==> src/rtl/tlb_pkg.sv <==
package tlb_pkg;

  localparam logic [1:0] ACC_WRITE = 2'd1;
  localparam logic [1:0] ACC_EXEC  = 2'd2;

  localparam logic [1:0] FLT_NONE = 2'd0;
  localparam logic [1:0] FLT_PROT = 2'd2;

  typedef struct packed {
    logic user;
    logic write;
    logic exec;
  } perm_t;

  typedef struct packed {
    logic capture;
    logic install;
    logic flush;
  } strobe_t;

  function automatic logic permDenied(perm_t p, logic [1:0] acc, logic usr);
    return (acc == ACC_WRITE && !p.write) ||
           (acc == ACC_EXEC && !p.exec) ||
           (usr && !p.user);
  endfunction

endpackage

==> src/rtl/tlb_datapath.sv <==
module tlb_datapath #(
  parameter int VA_W      = 48,
  parameter int PPN_W     = 40,
  parameter int PAGE_BITS = 12,
  parameter int BIG_BITS  = 9,
  parameter int ENTRIES   = 8
) (
  input  logic                          clk,
  input  logic                          rstN,
  input  tlb_pkg::strobe_t              str,
  input  logic [VA_W-1:0]               reqVa,
  input  logic [1:0]                    reqAccess,
  input  logic                          reqUser,
  input  logic [PPN_W-1:0]              walkPpn,
  input  tlb_pkg::perm_t                walkPerm,
  input  logic                          walkBig,
  output logic                          lookHit,
  output logic                          lookViol,
  output logic [PPN_W+PAGE_BITS-1:0]    lookPa,
  output logic                          fillViol,
  output logic [PPN_W+PAGE_BITS-1:0]    fillPa,
  output logic [VA_W-PAGE_BITS-1:0]     heldVpn
);
  import tlb_pkg::*;

  localparam int VPN_W = VA_W - PAGE_BITS;
  localparam int PA_W  = PPN_W + PAGE_BITS;
  localparam int IDX_W = (ENTRIES > 1) ? $clog2(ENTRIES) : 1;
  localparam int LOW_W = BIG_BITS + PAGE_BITS;

  logic [ENTRIES-1:0] validQ;
  logic [ENTRIES-1:0] bigQ;
  logic [ENTRIES-1:0] userVec;
  logic [ENTRIES-1:0] matchVec;
  logic [VPN_W-1:0]   tagQ  [ENTRIES];
  logic [PPN_W-1:0]   ppnQ  [ENTRIES];
  perm_t              permQ [ENTRIES];
  logic [IDX_W-1:0]   rrPtrQ;

  logic [VA_W-1:0]    heldVaQ;
  logic [1:0]         heldAccQ;
  logic               heldUserQ;

  logic [VPN_W-1:0]   reqVpn;
  logic [IDX_W-1:0]   hitIdx;
  logic [IDX_W-1:0]   freeIdx;
  logic [IDX_W-1:0]   victim;
  logic               anyFree;

  function automatic logic [PA_W-1:0] formPa(logic [PPN_W-1:0] ppn, logic big,
                                             logic [VA_W-1:0] va);
    if (big) return {ppn[PPN_W-1:BIG_BITS], va[LOW_W-1:0]};
    return {ppn, va[PAGE_BITS-1:0]};
  endfunction

  assign reqVpn  = reqVa[VA_W-1:PAGE_BITS];
  assign heldVpn = heldVaQ[VA_W-1:PAGE_BITS];

  // Tag compare, one comparator per entry
  for (genvar g = 0; g < ENTRIES; g++) begin : g_match
    logic hiEq;
    logic loEq;
    assign hiEq = tagQ[g][VPN_W-1:BIG_BITS] == reqVpn[VPN_W-1:BIG_BITS];
    assign loEq = tagQ[g][BIG_BITS-1:0] == reqVpn[BIG_BITS-1:0];
    assign matchVec[g] = validQ[g] && hiEq && (bigQ[g] || loEq);
    assign userVec[g]  = permQ[g].user;
  end

  // Lowest matching index wins
  always_comb begin
    lookHit = 1'b0;
    hitIdx  = '0;
    for (int i = ENTRIES - 1; i >= 0; i--) begin
      if (matchVec[i]) begin
        lookHit = 1'b1;
        hitIdx  = IDX_W'(i);
      end
    end
  end

  assign lookPa   = formPa(ppnQ[hitIdx], bigQ[hitIdx], reqVa);
  assign lookViol = permDenied(permQ[hitIdx], reqAccess, reqUser);
  assign fillPa   = formPa(walkPpn, walkBig, heldVaQ);
  assign fillViol = permDenied(walkPerm, heldAccQ, heldUserQ);

  // Victim choice: lowest free slot, else the round-robin pointer
  always_comb begin
    anyFree = 1'b0;
    freeIdx = '0;
    for (int i = ENTRIES - 1; i >= 0; i--) begin
      if (!validQ[i]) begin
        anyFree = 1'b1;
        freeIdx = IDX_W'(i);
      end
    end
    victim = anyFree ? freeIdx : rrPtrQ;
  end

  always_ff @(posedge clk) begin
    if (!rstN) begin
      validQ <= '0;
      rrPtrQ <= '0;
    end else if (str.flush) begin
      validQ <= validQ & ~userVec;
    end else if (str.install) begin
      validQ[victim] <= 1'b1;
      if (!anyFree) begin
        rrPtrQ <= (rrPtrQ == IDX_W'(ENTRIES - 1)) ? '0 : rrPtrQ + 1'b1;
      end
    end
  end

  always_ff @(posedge clk) begin
    if (str.install) begin
      tagQ[victim]  <= heldVpn;
      ppnQ[victim]  <= walkPpn;
      permQ[victim] <= walkPerm;
      bigQ[victim]  <= walkBig;
    end
    if (str.capture) begin
      heldVaQ   <= reqVa;
      heldAccQ  <= reqAccess;
      heldUserQ <= reqUser;
    end
  end


  flush_drops_user_chk: assert property (@(posedge clk) disable iff (!rstN)
    str.flush |=> ((validQ & userVec) == '0));


  fill_free_first_chk: assert property (@(posedge clk) disable iff (!rstN)
    (str.install && !(&validQ)) |=> ($countones(validQ) == $countones($past(validQ)) + 1));


  hit_offset_chk: assert property (@(posedge clk) disable iff (!rstN)
    lookHit |-> (lookPa[PAGE_BITS-1:0] == reqVa[PAGE_BITS-1:0]));

endmodule

==> src/rtl/tlb_control.sv <==
module tlb_control (
  input  logic             clk,
  input  logic             rstN,
  input  logic             reqValid,
  input  logic             lookHit,
  input  logic             lookViol,
  input  logic             walkRespValid,
  input  logic [1:0]       walkFault,
  input  logic             fillViol,
  input  logic             flushUser,
  output logic             reqReady,
  output logic             respValid,
  output logic [1:0]       respFault,
  output logic             respFromWalk,
  output logic             walkReqValid,
  output tlb_pkg::strobe_t str
);
  import tlb_pkg::*;

  typedef enum logic {ST_IDLE, ST_WALK} state_e;
  state_e stateQ, stateD;

  always_comb begin
    stateD       = stateQ;
    str          = '0;
    str.flush    = flushUser;
    respValid    = 1'b0;
    respFault    = FLT_NONE;
    respFromWalk = 1'b0;
    reqReady     = (stateQ == ST_IDLE);
    walkReqValid = (stateQ == ST_WALK);
    case (stateQ)
      ST_IDLE: begin
        if (reqValid) begin
          if (lookHit) begin
            respValid = 1'b1;
            respFault = lookViol ? FLT_PROT : FLT_NONE;
          end else begin
            str.capture = 1'b1;
            stateD      = ST_WALK;
          end
        end
      end
      default: begin
        if (walkRespValid && !flushUser) begin
          respValid    = 1'b1;
          respFromWalk = 1'b1;
          stateD       = ST_IDLE;
          if (walkFault != FLT_NONE) begin
            respFault = walkFault;
          end else if (fillViol) begin
            respFault = FLT_PROT;
          end else begin
            str.install = 1'b1;
          end
        end
      end
    endcase
  end

  always_ff @(posedge clk) begin
    if (!rstN) stateQ <= ST_IDLE;
    else       stateQ <= stateD;
  end


  stall_after_miss_chk: assert property (@(posedge clk) disable iff (!rstN)
    (reqValid && reqReady && !respValid) |=> !reqReady);


  walk_after_miss_chk: assert property (@(posedge clk) disable iff (!rstN)
    (reqValid && reqReady && !respValid) |=> walkReqValid);


  fault_no_install_chk: assert property (@(posedge clk) disable iff (!rstN)
    (walkReqValid && walkRespValid && walkFault != FLT_NONE) |-> !str.install);


  flush_discard_chk: assert property (@(posedge clk) disable iff (!rstN)
    (walkReqValid && walkRespValid && flushUser) |=> (walkReqValid && !respValid));

endmodule

==> src/rtl/tlb_walk_cache.sv <==
module tlb_walk_cache #(
  parameter int VA_W      = 48,
  parameter int PPN_W     = 40,
  parameter int PAGE_BITS = 12,
  parameter int BIG_BITS  = 9,
  parameter int ENTRIES   = 8
) (
  input  logic                       clk,
  input  logic                       rstN,
  input  logic                       reqValid,
  output logic                       reqReady,
  input  logic [VA_W-1:0]            reqVa,
  input  logic [1:0]                 reqAccess,
  input  logic                       reqUser,
  output logic                       respValid,
  output logic [PPN_W+PAGE_BITS-1:0] respPa,
  output logic [1:0]                 respFault,
  output logic                       walkReqValid,
  output logic [VA_W-PAGE_BITS-1:0]  walkVpn,
  input  logic                       walkRespValid,
  input  logic [PPN_W-1:0]           walkPpn,
  input  logic                       walkUser,
  input  logic                       walkWrite,
  input  logic                       walkExec,
  input  logic                       walkBig,
  input  logic [1:0]                 walkFault,
  input  logic                       flushUser
);
  import tlb_pkg::*;

  localparam int PA_W = PPN_W + PAGE_BITS;

  strobe_t         str;
  perm_t           walkPerm;
  logic            lookHit, lookViol, fillViol, respFromWalk;
  logic [PA_W-1:0] lookPa, fillPa;

  assign walkPerm = '{user: walkUser, write: walkWrite, exec: walkExec};

  tlb_control i_control (
    .clk(clk), .rstN(rstN), .reqValid(reqValid), .lookHit(lookHit),
    .lookViol(lookViol), .walkRespValid(walkRespValid), .walkFault(walkFault),
    .fillViol(fillViol), .flushUser(flushUser), .reqReady(reqReady),
    .respValid(respValid), .respFault(respFault), .respFromWalk(respFromWalk),
    .walkReqValid(walkReqValid), .str(str)
  );

  tlb_datapath #(
    .VA_W(VA_W), .PPN_W(PPN_W), .PAGE_BITS(PAGE_BITS),
    .BIG_BITS(BIG_BITS), .ENTRIES(ENTRIES)
  ) i_datapath (
    .clk(clk), .rstN(rstN), .str(str), .reqVa(reqVa), .reqAccess(reqAccess),
    .reqUser(reqUser), .walkPpn(walkPpn), .walkPerm(walkPerm), .walkBig(walkBig),
    .lookHit(lookHit), .lookViol(lookViol), .lookPa(lookPa),
    .fillViol(fillViol), .fillPa(fillPa), .heldVpn(walkVpn)
  );

  assign respPa = respFromWalk ? fillPa : lookPa;

endmodule

==> config.mk <==
export PLATFORM = sky130hd
export DESIGN_NAME = tlb_walk_cache
export DESIGN_NICKNAME = d
export VERILOG_FILES = /design/src/rtl/tlb_pkg.sv /design/src/rtl/tlb_datapath.sv /design/src/rtl/tlb_control.sv /design/src/rtl/tlb_walk_cache.sv
export SDC_FILE = /design/constraint.sdc
export NUM_CORES = 1
export LEC_CHECK = 0
export BUFFER_PORTS_ARGS = -buffer_cell sky130_fd_sc_hd__clkbuf_2
export CELL_PAD_IN_SITES_DETAIL_PLACEMENT = 0
export CELL_PAD_IN_SITES_GLOBAL_PLACEMENT = 1
export CORE_MARGIN = 3
export CORE_UTILIZATION = 34
export DETAILED_ROUTE_END_ITERATION = 10
export MAX_ROUTING_LAYER = met4
export PLACE_DENSITY_LB_ADDON = 0.05
export SETUP_SLACK_MARGIN = 0.2
export SKIP_LAST_GASP = 1
export SYNTH_ARGS = -nofsm -noshare
export SYNTH_HDL_FRONTEND = slang
export SYNTH_SLANG_ARGS = --single-unit
export TNS_END_PERCENT = 1
==> constraint.sdc <==
create_clock -name clk -period 9 [get_ports clk]
set_input_delay 0.9 -clock clk [delete_from_list [all_inputs] [get_ports clk]]
set_output_delay 0.9 -clock clk [all_outputs]
set_load 0.05 [all_outputs]
Yosys cells after proc, flatten, opt, wreduce, memory -nomap -nowiden --
Memories as Yosys holds them, arrays and structs flattened. Cells that the tools add are included.
Word-level totals: flip-flop bits (word level) 71, RAM bits 632, bits of input ports 102, output and inout bits 93, word-level logic and storage cells 158, memories kept 3
Operators by class: $add $sub $neg 1, magnitude comparators 3, equality and inequality tests 21, multiplexer cells 71, bitwise logic cells 6, reduce and logical (&&, ||, !) cells 46
Memory list:
- i_datapath.ppnQ | words 8, width 40, read ports 1, clocked after Yosys merged registers in 0, write ports 1, RTL line tlb_datapath.sv:36 | logic [PPN_W-1:0] ppnQ [ENTRIES];
- i_datapath.tagQ | words 8, width 36, read ports 8, clocked after Yosys merged registers in 0, write ports 1, RTL line tlb_datapath.sv:35 | logic [VPN_W-1:0] tagQ [ENTRIES];
- i_datapath.permQ | words 8, width 3, read ports 9, clocked after Yosys merged registers in 0, write ports 1, RTL line tlb_datapath.sv:37 | perm_t permQ [ENTRIES];
Operators with widths (count):
- 52-bit two-way mux | 5
- 27-bit == test | 8
- 9-bit == test | 8
- 3-bit two-way mux | 18
- 1-bit two-way mux | 36
- 1-bit logical AND | 24
- 8-bit two-way mux | 2
- 2-bit two-way mux | 7
- 1-bit logical OR | 12
- 8-bit bitwise AND | 1
- 8-bit bitwise mux | 1
- 3-bit by 4-bit less-than comparator with 1-bit output, second input constant | 2
- 8-bit inverter | 1
- 8-bit bitwise OR | 1
- 1-bit zero test | 7
- 2-bit by 1-bit == test with 1-bit output, second input constant | 2
- 2-bit == test, second input constant | 2
- 2-bit nonzero test | 2
- 3-bit by 1-bit adder with 3-bit output, second input constant | 1
- 1-bit binary-select mux with 3-bit select | 1
- 1-bit demux with 3-bit select | 1
- 3-bit == test, second input constant | 1
- 3-bit by 1-bit >= comparator with 1-bit output, second input constant | 1
- 1-bit inverter | 3
- 3-bit AND reduction | 1

Depth between registers and ports, before layout --
Gate-level depths: netlist (run 1). An unclocked memory read counts as a cell.
word-level depth 20, depth in mapped cells 14, gate-level depth less buffers 11

Modules after synthesis --
From an unflattened synthesis (run 1), not the netlist that was laid out.
Second synthesis, totals: cells, all modules 1939, area, all modules 30217.7 µm²
By module, submodules not included:
- tlb_datapath | times used 1, cells each 1864, area an instance 29211.8 µm², sequential area each 20970.1 µm²
- tlb_walk_cache | times used 1, cells each 58, area an instance 884.6 µm², sequential area each 0.0 µm²
- tlb_control | times used 1, cells each 17, area an instance 121.4 µm², sequential area each 20.0 µm²

Worst setup path before layout (run 1) --
Ideal clock, no wire load.
path type input to register, start in reqVa[20], end reg i_datapath.heldAccQ[0], enable pin, data arrival time 6.534 ns, data required time 8.464 ns, slack 1.931 ns, stages 9, cells stage by stage buf_2 > xor2_1 > nor4_1 > a41oi_1 > nor3_2 > buf_4 > nor4_1 > or3b_2 > nor3b_1
RTL lines:
- start, declared | RTL line tlb_walk_cache.sv:12 | input logic [VA_W-1:0] reqVa,
- end signal, assigned | RTL line tlb_datapath.sv:122 | heldAccQ <= reqAccess;
- end, declared | RTL line tlb_datapath.sv:41 | logic [1:0] heldAccQ;

Final worst setup path (run 1) --
start in reqVa[14], end out respPa[17]
Between the ends: longest elaborated chain between the ends 16, elaborated cells between the ends (all ways) 38, classes of those cells eq/ne: 8; mux: 13; reduce/logical: 16; memory: 1
RTL lines:
- 9-bit == test | RTL line tlb_datapath.sv:64 | assign loEq = tagQ[g][BIG_BITS-1:0] == reqVpn[BIG_BITS-1:0];
- 1-bit logical OR | RTL line tlb_datapath.sv:65 | assign matchVec[g] = validQ[g] && hiEq && (bigQ[g] || loEq);
- 1-bit logical AND | RTL line tlb_datapath.sv:65
- 3-bit two-way mux (7 in a row) | RTL line tlb_datapath.sv:74 | if (matchVec[i]) begin
- 3-bit two-way mux * | RTL line tlb_datapath.sv:74
- 1-bit binary-select mux with 3-bit select | RTL line tlb_datapath.sv:81 | assign lookPa = formPa(ppnQ[hitIdx], bigQ[hitIdx], reqVa);
- 1-bit two-way mux (implied by the code) | RTL line tlb_datapath.sv:81
- 1-bit two-way mux | RTL line tlb_datapath.sv:52 | if (big) return {ppn[PPN_W-1:BIG_BITS], va[LOW_W-1:0]};
- 52-bit two-way mux * | RTL line tlb_datapath.sv:53 | return {ppn, va[PAGE_BITS-1:0]};
- 52-bit two-way mux * | RTL line tlb_walk_cache.sv:58 | assign respPa = respFromWalk ? fillPa : lookPa;
- end, declared | RTL line tlb_walk_cache.sv:16 | output logic [PPN_W+PAGE_BITS-1:0] respPa,
Mark *: on every way between the ends. The rest lies on a longest branch, timed or not. The select of a mux whose other input is x is not followed.

==> flow_metrics.env, run 1 <==
export IMPL_synth_top_area_frac=0.6963
export IMPL_grt_start_max_net_pins=77
export IMPL_postSynthNetCount=1936
export IMPL_die_area_sq_um=91230
export IMPL_ys_seq_area_frac=0.7044
export IMPL_fin_crit_sh=0.7349
export IMPL_irDropWorstVdd_uv=127.0
export IMPL_dp_hpwl_microns=56070
export IMPL_layout_drive_gt1_share=0.1775
export IMPL_postCtsHoldBufs=0
export IMPL_fin_crit_ns=6.615
export IMPL_htreeDepth=3
export IMPL_ant_nets=0
export IMPL_ys_top_cells_by_count="edfxtp_1 (691), mux2i_1 (285), xnor2_1 (222)"
export IMPL_routedWlPerCell_microns=26.87
export IMPL_vias_per_cell=5.099
export IMPL_tns_ns=0
export IMPL_cp_cell_sequence="clkbuf_2 -> xor2_1 -> nor3_1 -> a41oi_1 -> nor3_2 -> nor4_1 -> o21ai_4 -> buf_4 -> mux2i_4 -> o32ai_1 -> nor3_1 -> clkbuf_2"
export IMPL_initial_core_util=0.3462
export IMPL_hold_worst_slack_ns=0.4807
export IMPL_crit_buf_inv=3
export IMPL_cts_num_sinks=703
export IMPL_finish_utilization=0.4003
export IMPL_synth_most_common_cell="edfxtp_1"
export IMPL_grt_pass1_vias=16750
export IMPL_end_kind="primary output"
export IMPL_vias=16640
export IMPL_syn_avg_cell_area_sq_um=16.27
export IMPL_start_kind="input port"
export IMPL_crit_slowest_cell="nor3_2"
export IMPL_numCtsBuffers=80
export IMPL_clk_latency_ns=0.62
export IMPL_hold_viol=0
export IMPL_drcViolationCount=0
export IMPL_cts_resized=0
export IMPL_drv_slew=0
export IMPL_fin_area_sq_um=34460
export IMPL_clock_fmax_ghz=0.1512
export IMPL_wl_microns=87670
export IMPL_clockRootBuffer="clkbuf_16"
export IMPL_max_stage_delay_ns=0.84
export IMPL_firstDrtPassIters=5
export IMPL_status="finished, final reports clean"
export IMPL_grt_usage=0.1975
export IMPL_place_area_sq_um=31980
export IMPL_worstMarginPinSlew_ns=1.058
export IMPL_relSlewSlack=0.2921
export IMPL_syn_to_final_growth_pct=15.64
export IMPL_async_flop_share=0
export IMPL_p_per_area_nw_per_um2=205.8
export IMPL_crit_family="simple AND/OR/NAND/NOR gates"
export IMPL_yosys_warnings=0
export IMPL_clkTransAtPathRegs_ns=0.05
export IMPL_cts_setup_buffers=0
export IMPL_min_path_type="input port to register"
export IMPL_synthTopCellsByArea="edfxtp_1 (70%), mux2i_1 (9.6%), xnor2_1 (6.5%)"
export IMPL_pin_count=195
export IMPL_arrival_ns=5.71
export IMPL_synth_distinct_cells=67
export IMPL_critPathRequiredTime_ns=8.10
export IMPL_synth_cells=1832
export IMPL_fp_dieW_microns=302.0
export IMPL_fp_coreArea_sq_um=86080
export IMPL_ys_ff_latch=703
export IMPL_fillers=7902
export IMPL_total_power_w=0.007092
export IMPL_cts_max_path_buffers=3
export IMPL_rsz0062_at_grt="false"
export IMPL_layout_nets=2157
export IMPL_cap_violations=0
export IMPL_synthesis_area_sq_um=29800
export IMPL_setup_violations=0
export IMPL_synthFlopType="edfxtp_1"
export IMPL_synth_edf_count=691
export IMPL_finalClockSkew_ns=0.02057
export IMPL_fp_row_count=107
export IMPL_crit_type="input port to primary output"
export IMPL_cts_tree="done"
export IMPL_crit_fanout=38
export IMPL_grt_overflow=0
export IMPL_die_h_microns=302.0
export IMPL_power_leakage_nw=10.75
export IMPL_grt_pass1_wl_microns=124200
export IMPL_place_gp_congestion=0.8760
export IMPL_port_buffer_count=194
export IMPL_synth_largest_area_cell="edfxtp_1"
export IMPL_drtIter0Drc=1220
export IMPL_antenna_found_initial=5
==> area by class of cell <==
cell class / count / area (sq um) / area share
clock inverters: 53 / 367.9 / 0.01067
repair buffers: 223 / 1239 / 0.03595
multi-input cells: 1035 / 8285 / 0.2404
well taps: 1144 / 1431 / 0.04154
flip-flops and latches: 703 / 20990 / 0.6091
clock buffers: 94 / 2106 / 0.06111
diodes: 1 / 2.502 / 0.00007262
inverters: 10 / 37.54 / 0.001089
==> power by group <==
| part | switching [W] | internal [W] | total, W | leakage (nW) |
|---|---|---|---|---|
| combinational | 0.000254 | 0.0000834 | 0.000337 | 3.19 |
| sequential | 0.0000401 | 0.00362 | 0.00366 | 6.34 |
| clock | 0.00131 | 0.00178 | 0.00310 | 1.22 |
| total | 0.00161 | 0.00549 | 0.00709 | 10.8 |
==> worst register-to-register path, delay by kind of cell, from the launching register on <==
kind,cells,cell delay [ns]
AND/OR/NAND/NOR,5,1.85
buffers and inverters,1,0.68
AO/OA/AOI/OAI,1,0.48
flip-flops,1,0.39
XOR/XNOR,1,0.16
==> path summary, 6_finish.rpt <==
kind / endpoint / from / cells past startpoint / slack (ns)
worst max-delay path: respPa[17] / reqVa[14] / 12 / 2.39
worst min-delay path: i_datapath.heldVaQ[4] / reqVa[4] / 1 / 0.48
worst max register to register: i_datapath.heldVaQ[29] / i_datapath.tagQ[0][7] / 8 / 5.00
worst min register to register: i_datapath.rrPtrQ[1] / i_datapath.rrPtrQ[1] / 2 / 0.56
==> cells in the final DEF (no fill, tap or decap), drive strengths merged, types with 3 or more instances in the layout <==
cell type,n
or3,6
o21ai,36
mux2,5
nor2,17
or4,7
a211oi,15
o32ai,9
nand2,94
nor4b,5
inv,11
buf,29
mux2i,286
nor4,24
nor3b,3
o31ai,3
nand4,106
xnor2,222
nor3,40
xor2,66
a41o,4
clkbuf,288
o211ai,3
nand2b,7
nor2b,24
edfxtp,691
a21oi,12
nand3,7
a41oi,4
clkinv,46
bufinv,4
o21a,3
dfxtp,12
==> sequential cells by signal, indices dropped and copies added, names as in the netlist <==
signal                  cells
i_control.walkReqValid      1
i_datapath.heldUserQ        1
i_datapath.ppnQ           320
i_datapath.bigQ             8
i_datapath.heldVaQ         48
i_datapath.validQ           8
i_datapath.tagQ           288
i_datapath.rrPtrQ           3
i_datapath.heldAccQ         2
i_datapath.permQ           24
==> per-layer routing <==
metal	up-vias	routed length, microns	GRT usage
met4	0	1675	0.04580
met5	-	0	-
li1	7492	-	-
met2	540	40170	0.3010
met3	107	5264	0.03388
met1	8500	40550	0.2774
==> through the flow <==
step / worst slack, ns / instances
final: 2.385 / 3263
after global routing: 2.207 / 3263
after CTS: 2.264 / 3262
after detailed placement: 2.269 / 3115
after global placement: 2.215 / 3115
after floorplan: 1.931 / 1832
==> cells by family (layout without fill, tap and decap cells) <==
family	Yosys count	count (layout)	share of synthesized area
DFF	703	703	0.7044
and+or+nand+nor	350	350	0.06609
muxes	291	291	0.09838
xor gates and xnor gates	288	288	0.08465
AOI/OAI and AO/OA	104	104	0.02524
buffers and inverters	94	380	0.02041
adders and majority gates	2	2	0.0008396
other	0	1	0
Power figures use the tool's default switching activity.
==> run 2, diff against run 1 <==
--- a/config.mk
+++ b/config.mk
@@ -5,6 +5,7 @@
 export SDC_FILE = /design/constraint.sdc
 export NUM_CORES = 1
 export LEC_CHECK = 0
+export ABC_AREA = 1
 export BUFFER_PORTS_ARGS = -buffer_cell sky130_fd_sc_hd__clkbuf_2
 export CELL_PAD_IN_SITES_DETAIL_PLACEMENT = 0
 export CELL_PAD_IN_SITES_GLOBAL_PLACEMENT = 1
==> constraint.sdc (replaced) <==
create_clock -name clk -period 5.5 [get_ports clk]
set_input_delay 0.55 -clock clk [delete_from_list [all_inputs] [get_ports clk]]
set_output_delay 0.55 -clock clk [all_outputs]
set_load 0.05 [all_outputs]
==> flow_metrics.env, run 2 <==
export IMPL_cts_setup_buffers=0
export IMPL_clk_latency_ns=0.65
export IMPL_grt_start_max_net_pins=81
export IMPL_power_leakage_nw=15.82
export IMPL_layout_drive_gt1_share=0.1380
export IMPL_htreeDepth=3
export IMPL_synthFlopType="edfxtp_1"
export IMPL_reg_top3="i_datapath.ppnQ x320, i_datapath.tagQ x288, i_datapath.heldVaQ x48"
export IMPL_synth_edf_count=691
export IMPL_cap_violations=0
export IMPL_clkTransAtPathRegs_ns=0.06
export IMPL_grt_pass1_wl_microns=181800
export IMPL_vias_per_cell=5.088
export IMPL_syn_avg_cell_area_sq_um=9.850
export IMPL_cts_max_path_buffers=3
export IMPL_clockRootBuffer="clkbuf_16"
export IMPL_ys_top_cells_by_count="nand2_1 (1135), edfxtp_1 (691), inv_1 (308)"
export IMPL_cts_tree="done"
export IMPL_multi_input_area_sq_um=10740
export IMPL_numCtsBuffers=83
export IMPL_setup_violations=0
export IMPL_final_common_cell="nand2_1"
export IMPL_synthTopCellsByArea="edfxtp_1 (62%), nand2_1 (13%), inv_1 (3.4%)"
export IMPL_end_kind="primary output"
export IMPL_drv_slew=0
export IMPL_layout_nets=3749
export IMPL_dp_hpwl_microns=91220
export IMPL_worstHoldStart="reqVa[2]"
export IMPL_crit_type="register to primary output"
export IMPL_cp_cell_sequence="xor2_1 -> nor4b_1 -> nand2_1 -> nor2_1 -> nand2_1 -> nand2_4 -> nand2_8 -> inv_8 -> buf_12 -> nand2_1 -> nand2_1 -> nand2_1 -> a31oi_1 -> o21ai_1 -> nand2_1 -> buf_12"
export IMPL_worstMarginPinSlew_ns=1.090
export IMPL_ys_ff_latch=703
export IMPL_synth_largest_area_cell="edfxtp_1"
export IMPL_status="finished, final reports clean"
export IMPL_yosys_warnings=0
export IMPL_min_path_type="input port to register"
export IMPL_fp_dieW_microns=320.2
export IMPL_rsz0062_at_grt="true"
export IMPL_antenna_found_initial=7
export IMPL_arrival_ns=4.42
export IMPL_hold_viol=0
export IMPL_relSlewSlack=0.2629
export IMPL_syn_to_final_growth_pct=17.97
export IMPL_clock_fmax_ghz=0.2012
export IMPL_start_kind="register"
export IMPL_crit_fanout=38
export IMPL_critPathRequiredTime_ns=4.95
export IMPL_fin_crit_ns=4.970
export IMPL_synth_top_area_frac=0.6183
export IMPL_regArea_sq_um=20990
export IMPL_max_stage_delay_ns=0.99
export IMPL_final_cells=4993
export IMPL_grt_pass1_vias=25590
export IMPL_die_area_sq_um=102500
export IMPL_finalClockSkew_ns=0.01750
export IMPL_synthesis_area_sq_um=33560
export IMPL_die_h_microns=320.2
export IMPL_synth_most_common_cell="nand2_1"
export IMPL_r2r_start="i_datapath.validQ[1]"
export IMPL_ys_seq_area_frac=0.6255
export IMPL_wl_microns=128000
export IMPL_tns_ns=0
export IMPL_postSynthNetCount=3511
export IMPL_p_per_area_nw_per_um2=314.6
export IMPL_hold_worst_slack_ns=0.08816
export IMPL_dp_cells=4836
export IMPL_pin_count=195
export IMPL_place_gp_congestion=1.062
export IMPL_fp_row_count=114
export IMPL_grt_usage=0.2545
export IMPL_synth_distinct_cells=51
export IMPL_drtIter0Drc=2231
export IMPL_fp_coreArea_sq_um=97280
export IMPL_crit_top_cell="nand2_1"
export IMPL_grt_overflow=0
export IMPL_fillers=9519
export IMPL_layout_common_cells="nand2_1 (1135), edfxtp_1 (691), inv_1 (307), nor2_1 (279), nand3_1 (194)"
export IMPL_critPathLaunch="i_datapath.tagQ[1][13]"
export IMPL_irDropWorstVdd_uv=220.3
export IMPL_routedWlPerCell_microns=25.63
export IMPL_largest_reg_flops=320
export IMPL_drcViolationCount=0
export IMPL_ant_nets=0
export IMPL_synth_cells=3407
export IMPL_fin_crit_sh=0.9036
export IMPL_port_buffer_count=194
export IMPL_initial_core_util=0.3450
export IMPL_cts_num_sinks=703
export IMPL_firstDrtPassIters=6
export IMPL_regMostFlops="i_datapath.ppnQ"
export IMPL_async_flop_share=0
export IMPL_crit_slowest_cell="nor4b_1"
export IMPL_vias=25410
==> run 2: per-stage QoR <==
stage               utilization  worst slack (ns)  power (W)  cell area (sq um)
finish                   0.4070            0.5304    0.01245              39590
floorplan                     -            -1.318   0.006473              33580
CTS                      0.4066            0.3641    0.01261              39550
global placement         0.3777            0.4576   0.006848              36740
global route             0.4069            0.1922    0.01288              39580
detailed placement       0.3777            0.4876   0.006851              36740
==> run 2: where the power goes <==
part,total (W),internal (W),switching (W)
Combinational,0.000746,0.000192,0.000554
Sequential,0.00599,0.00592,0.0000702
Clock,0.00572,0.00342,0.00230
==> run 2: cells by family after synthesis <==
group	count (synthesis)	share of synthesized area
XOR/XNOR	101	0.02636
buffers and inverters	443	0.05869
AO/OA/AOI/OAI	209	0.03602
AND/OR/NAND/NOR	1940	0.2497
flip-flops	703	0.6255
multiplexers	9	0.003020
adder cells (fa/ha/maj)	2	0.0007456
==> run 2: worst paths after layout <==
| kind | slack (ns) | endpoint | cells past startpoint |
|---|---|---|---|
| setup reg to reg | 1.60 | i_datapath.tagQ[7][20] | 12 |
| hold reg to reg | 0.51 | i_datapath.rrPtrQ[1] | 2 |
| setup / recovery | 0.53 | respPa[27] | 16 |
| hold / removal | 0.09 | i_datapath.heldVaQ[2] | 1 |
==> run 2: worst max-delay path, delay by kind of cell, from the launching register on <==
family	cells	cell delay, ns
compound gates	2	0.36
simple gates	10	2.18
flops	1	0.37
buf+inv	3	0.56
xor+xnor	1	0.25
==> run 2: per-layer routing <==
metal | global-route usage | up-vias | share of wire
li1 | - | 11950 | -
met1 | 0.3092 | 12420 | 0.42
met2 | 0.4231 | 780 | 0.49
met3 | 0.03483 | 252 | 0.043
met4 | 0.1152 | 0 | 0.051
met5 | - | - | 0
==> run 2: area by class of cell <==
| type | count | share of cell area |
|---|---|---|
| repair buffers | 270 | 0.05547 |
| inverters | 326 | 0.03119 |
| flip-flops and latches | 703 | 0.5302 |
| well taps | 1276 | 0.04033 |
| multi-input cells | 2261 | 0.2713 |
| clock inverters | 55 | 0.01583 |
| clock buffers | 96 | 0.05528 |
| diodes | 6 | 0.0003793 |
==> run 2: timing repair <==
action / CTS / global route
cloned: 0 / 0
resized for setup: 1 / 6
pin swaps: 0 / 0
hold buffers: 0 / 0
endpoints found under the setup margin: 1 / 25
hold endpoints to repair: 0 / 0
==> run 3, diff against run 2 <==
==> constraint.sdc (replaced) <==
create_clock -name clk -period 5.5 [get_ports clk]
set_input_delay 0.275 -clock clk [delete_from_list [all_inputs] [get_ports clk]]
set_output_delay 0.275 -clock clk [all_outputs]
set_load 0.05 [all_outputs]
==> flow_metrics.env, run 3 (synthesized netlist as in run 2, its figures left out) <==
export IMPL_layout_nets=3798
export IMPL_grt_pass1_wl_microns=180700
export IMPL_finalClockSkew_ns=0.02633
export IMPL_cap_violations=0
export IMPL_numCtsBuffers=84
export IMPL_pin_count=195
export IMPL_rsz0062_at_grt="true"
export IMPL_max_stage_delay_ns=0.53
export IMPL_reg_top3="i_datapath.ppnQ x320, i_datapath.tagQ x288, i_datapath.heldVaQ x48"
export IMPL_drtIter0Drc=2105
export IMPL_regMostFlops="i_datapath.ppnQ"
export IMPL_place_gp_congestion=1.065
export IMPL_die_area_sq_um=102500
export IMPL_port_buffer_count=194
export IMPL_dp_hpwl_microns=88550
export IMPL_initial_core_util=0.3450
export IMPL_min_path_type="input port to register"
export IMPL_clockRootBuffer="clkbuf_16"
export IMPL_antenna_found_initial=5
export IMPL_whs_path_depth=1
export IMPL_grt_met1_usage=0.3058
export IMPL_clock_fmax_ghz=0.1998
export IMPL_layout_common_cells="nand2_1 (1135), edfxtp_1 (691), inv_1 (308), nor2_1 (280), nand3_1 (194)"
export IMPL_finish_utilization=0.4059
export IMPL_grtUsageMet3=0.03357
export IMPL_firstDrtPassIters=6
export IMPL_layout_drive_gt1_share=0.1248
export IMPL_cts_tree="done"
export IMPL_fp_row_count=114
export IMPL_crit_fanout=103
export IMPL_fin_crit_ns=5.005
export IMPL_cts_max_path_buffers=3
export IMPL_drcViolationCount=0
export IMPL_fp_dieW_microns=320.2
export IMPL_crit_buf_inv=6
export IMPL_grt_busiest_layer="met2"
export IMPL_clk_latency_ns=0.66
export IMPL_fin_ws_ns=0.4951
export IMPL_wl_microns=127300
export IMPL_pre_cts_slack_ns=0.7803
export IMPL_p_per_area_nw_per_um2=310.2
export IMPL_crit_type="input port to primary output"
export IMPL_crit_top_cell="nand2_1"
export IMPL_status="finished, final reports clean"
export IMPL_cp_cell_sequence="dlygate4sd3_1 -> clkbuf_2 -> inv_2 -> nand2_1 -> o21ai_0 -> nor4_2 -> nand3_1 -> nor2_1 -> nand2_1 -> nand2_1 -> nand2_2 -> nand2_4 -> nand2_8 -> inv_4 -> buf_12 -> nand2_1 -> nand2_1 -> nand2_1 -> a31oi_1 -> o21ai_1 -> nand2_1 -> clkbuf_2"
export IMPL_ff2ff_path_depth=11
export IMPL_grt_pass1_vias=25460
export IMPL_hold_viol=0
export IMPL_arrival_ns=4.73
export IMPL_grt_use_met2=0.4224
export IMPL_worstSetupPathDepth=22
export IMPL_fin_crit_sh=0.9100
export IMPL_final_common_cell="nand2_1"
export IMPL_die_h_microns=320.2
export IMPL_start_kind="input port"
export IMPL_power_leakage_nw=15.76
export IMPL_drv_slew=0
export IMPL_grt_overflow=0
export IMPL_critPathRequiredTime_ns=5.22
export IMPL_relSlewSlack=0.2902
export IMPL_syn_to_final_growth_pct=17.67
export IMPL_clkTransAtPathRegs_ns=0.06
export IMPL_vias_per_cell=5.118
export IMPL_worstMarginPinSlew_ns=1.054
export IMPL_cts_num_sinks=703
export IMPL_setup_violations=0
export IMPL_largest_reg_flops=320
export IMPL_crit_family="simple AND/OR/NAND/NOR gates"
export IMPL_vias=25790
export IMPL_fp_coreArea_sq_um=97280
export IMPL_irDropWorstVdd_uv=225.7
export IMPL_routedWlPerCell_microns=25.27
export IMPL_fillers=9496
export IMPL_crit_slowest_cell="dlygate4sd3_1"
export IMPL_htreeDepth=3
export IMPL_ant_nets=0
export IMPL_end_kind="primary output"
export IMPL_grt_start_max_net_pins=104
export IMPL_grt_usage=0.2528
==> run 3: cell count changes in the layout (fill, tap and decap cells not counted), sizes merged <==
cell and change:
clkbuf +46, inv +2, bufinv -4, diode -1
dlygate4sd3 +71, clkinv -10, clkinvlp -6, buf -52
==> run 3: path summary, 6_finish.rpt <==
kind	start	to	slack, ns
worst min-delay path	reqVa[17]	i_datapath.heldVaQ[17]	0.05
worst max-delay path	reqVa[28]	respPa[24]	0.50
worst max register to register	i_datapath.validQ[1]	i_datapath.tagQ[2][0]	1.49
worst min register to register	i_datapath.rrPtrQ[1]	i_datapath.rrPtrQ[1]	0.50
==> run 3: through the flow <==
step	power, W	instance area [sq um]	hold slack, ns	cells	setup TNS (ns)
3_5_place_dp	0.006817	36080	0.4694	4813	0
6_report	0.01225	39490	0.04888	5039	0
4_1_cts	0.01239	39460	0.005319	5034	0
3_3_place_gp	0.006813	36080	0.4693	4813	0
2_1_floorplan	0.006473	33580	0.3739	3407	-408.99
5_1_grt	0.01264	39490	0.03132	5039	0
==> run 3: routing by layer <==
metal,vias up,routed length (microns)
met5,-,0
met4,0,6498
met3,267,5506
met2,790,62100
met1,12670,53220
li1,12060,-
==> run 3: layout make-up <==
class	instances	area [sq um]	share of cell area
Antenna cell	5	12.51	0.0003169
Clock buffer	113	2263	0.05732
Clock inverter	37	407.9	0.01033
Inverter	326	1226	0.03105
Multi-Input combinational cell	2261	10740	0.2720
Sequential cell	703	20990	0.5316
Tap cell	1276	1597	0.04043
Timing Repair Buffer	318	2252	0.05703
==> run 3: where the power goes <==
part,switching [W],internal [W]
sequential,0.0000699,0.00592
clock,0.00224,0.00326
combinational,0.000556,0.000200
total,0.00287,0.00938
==> run 3: timing repair <==
item / in CTS / in global routing
hold buffers: 71 / 0
hold endpoints to repair: 379 / 0
gates resized for setup: 0 / 3
setup buffers: 0 / 0
endpoints found under the setup margin: 0 / 31
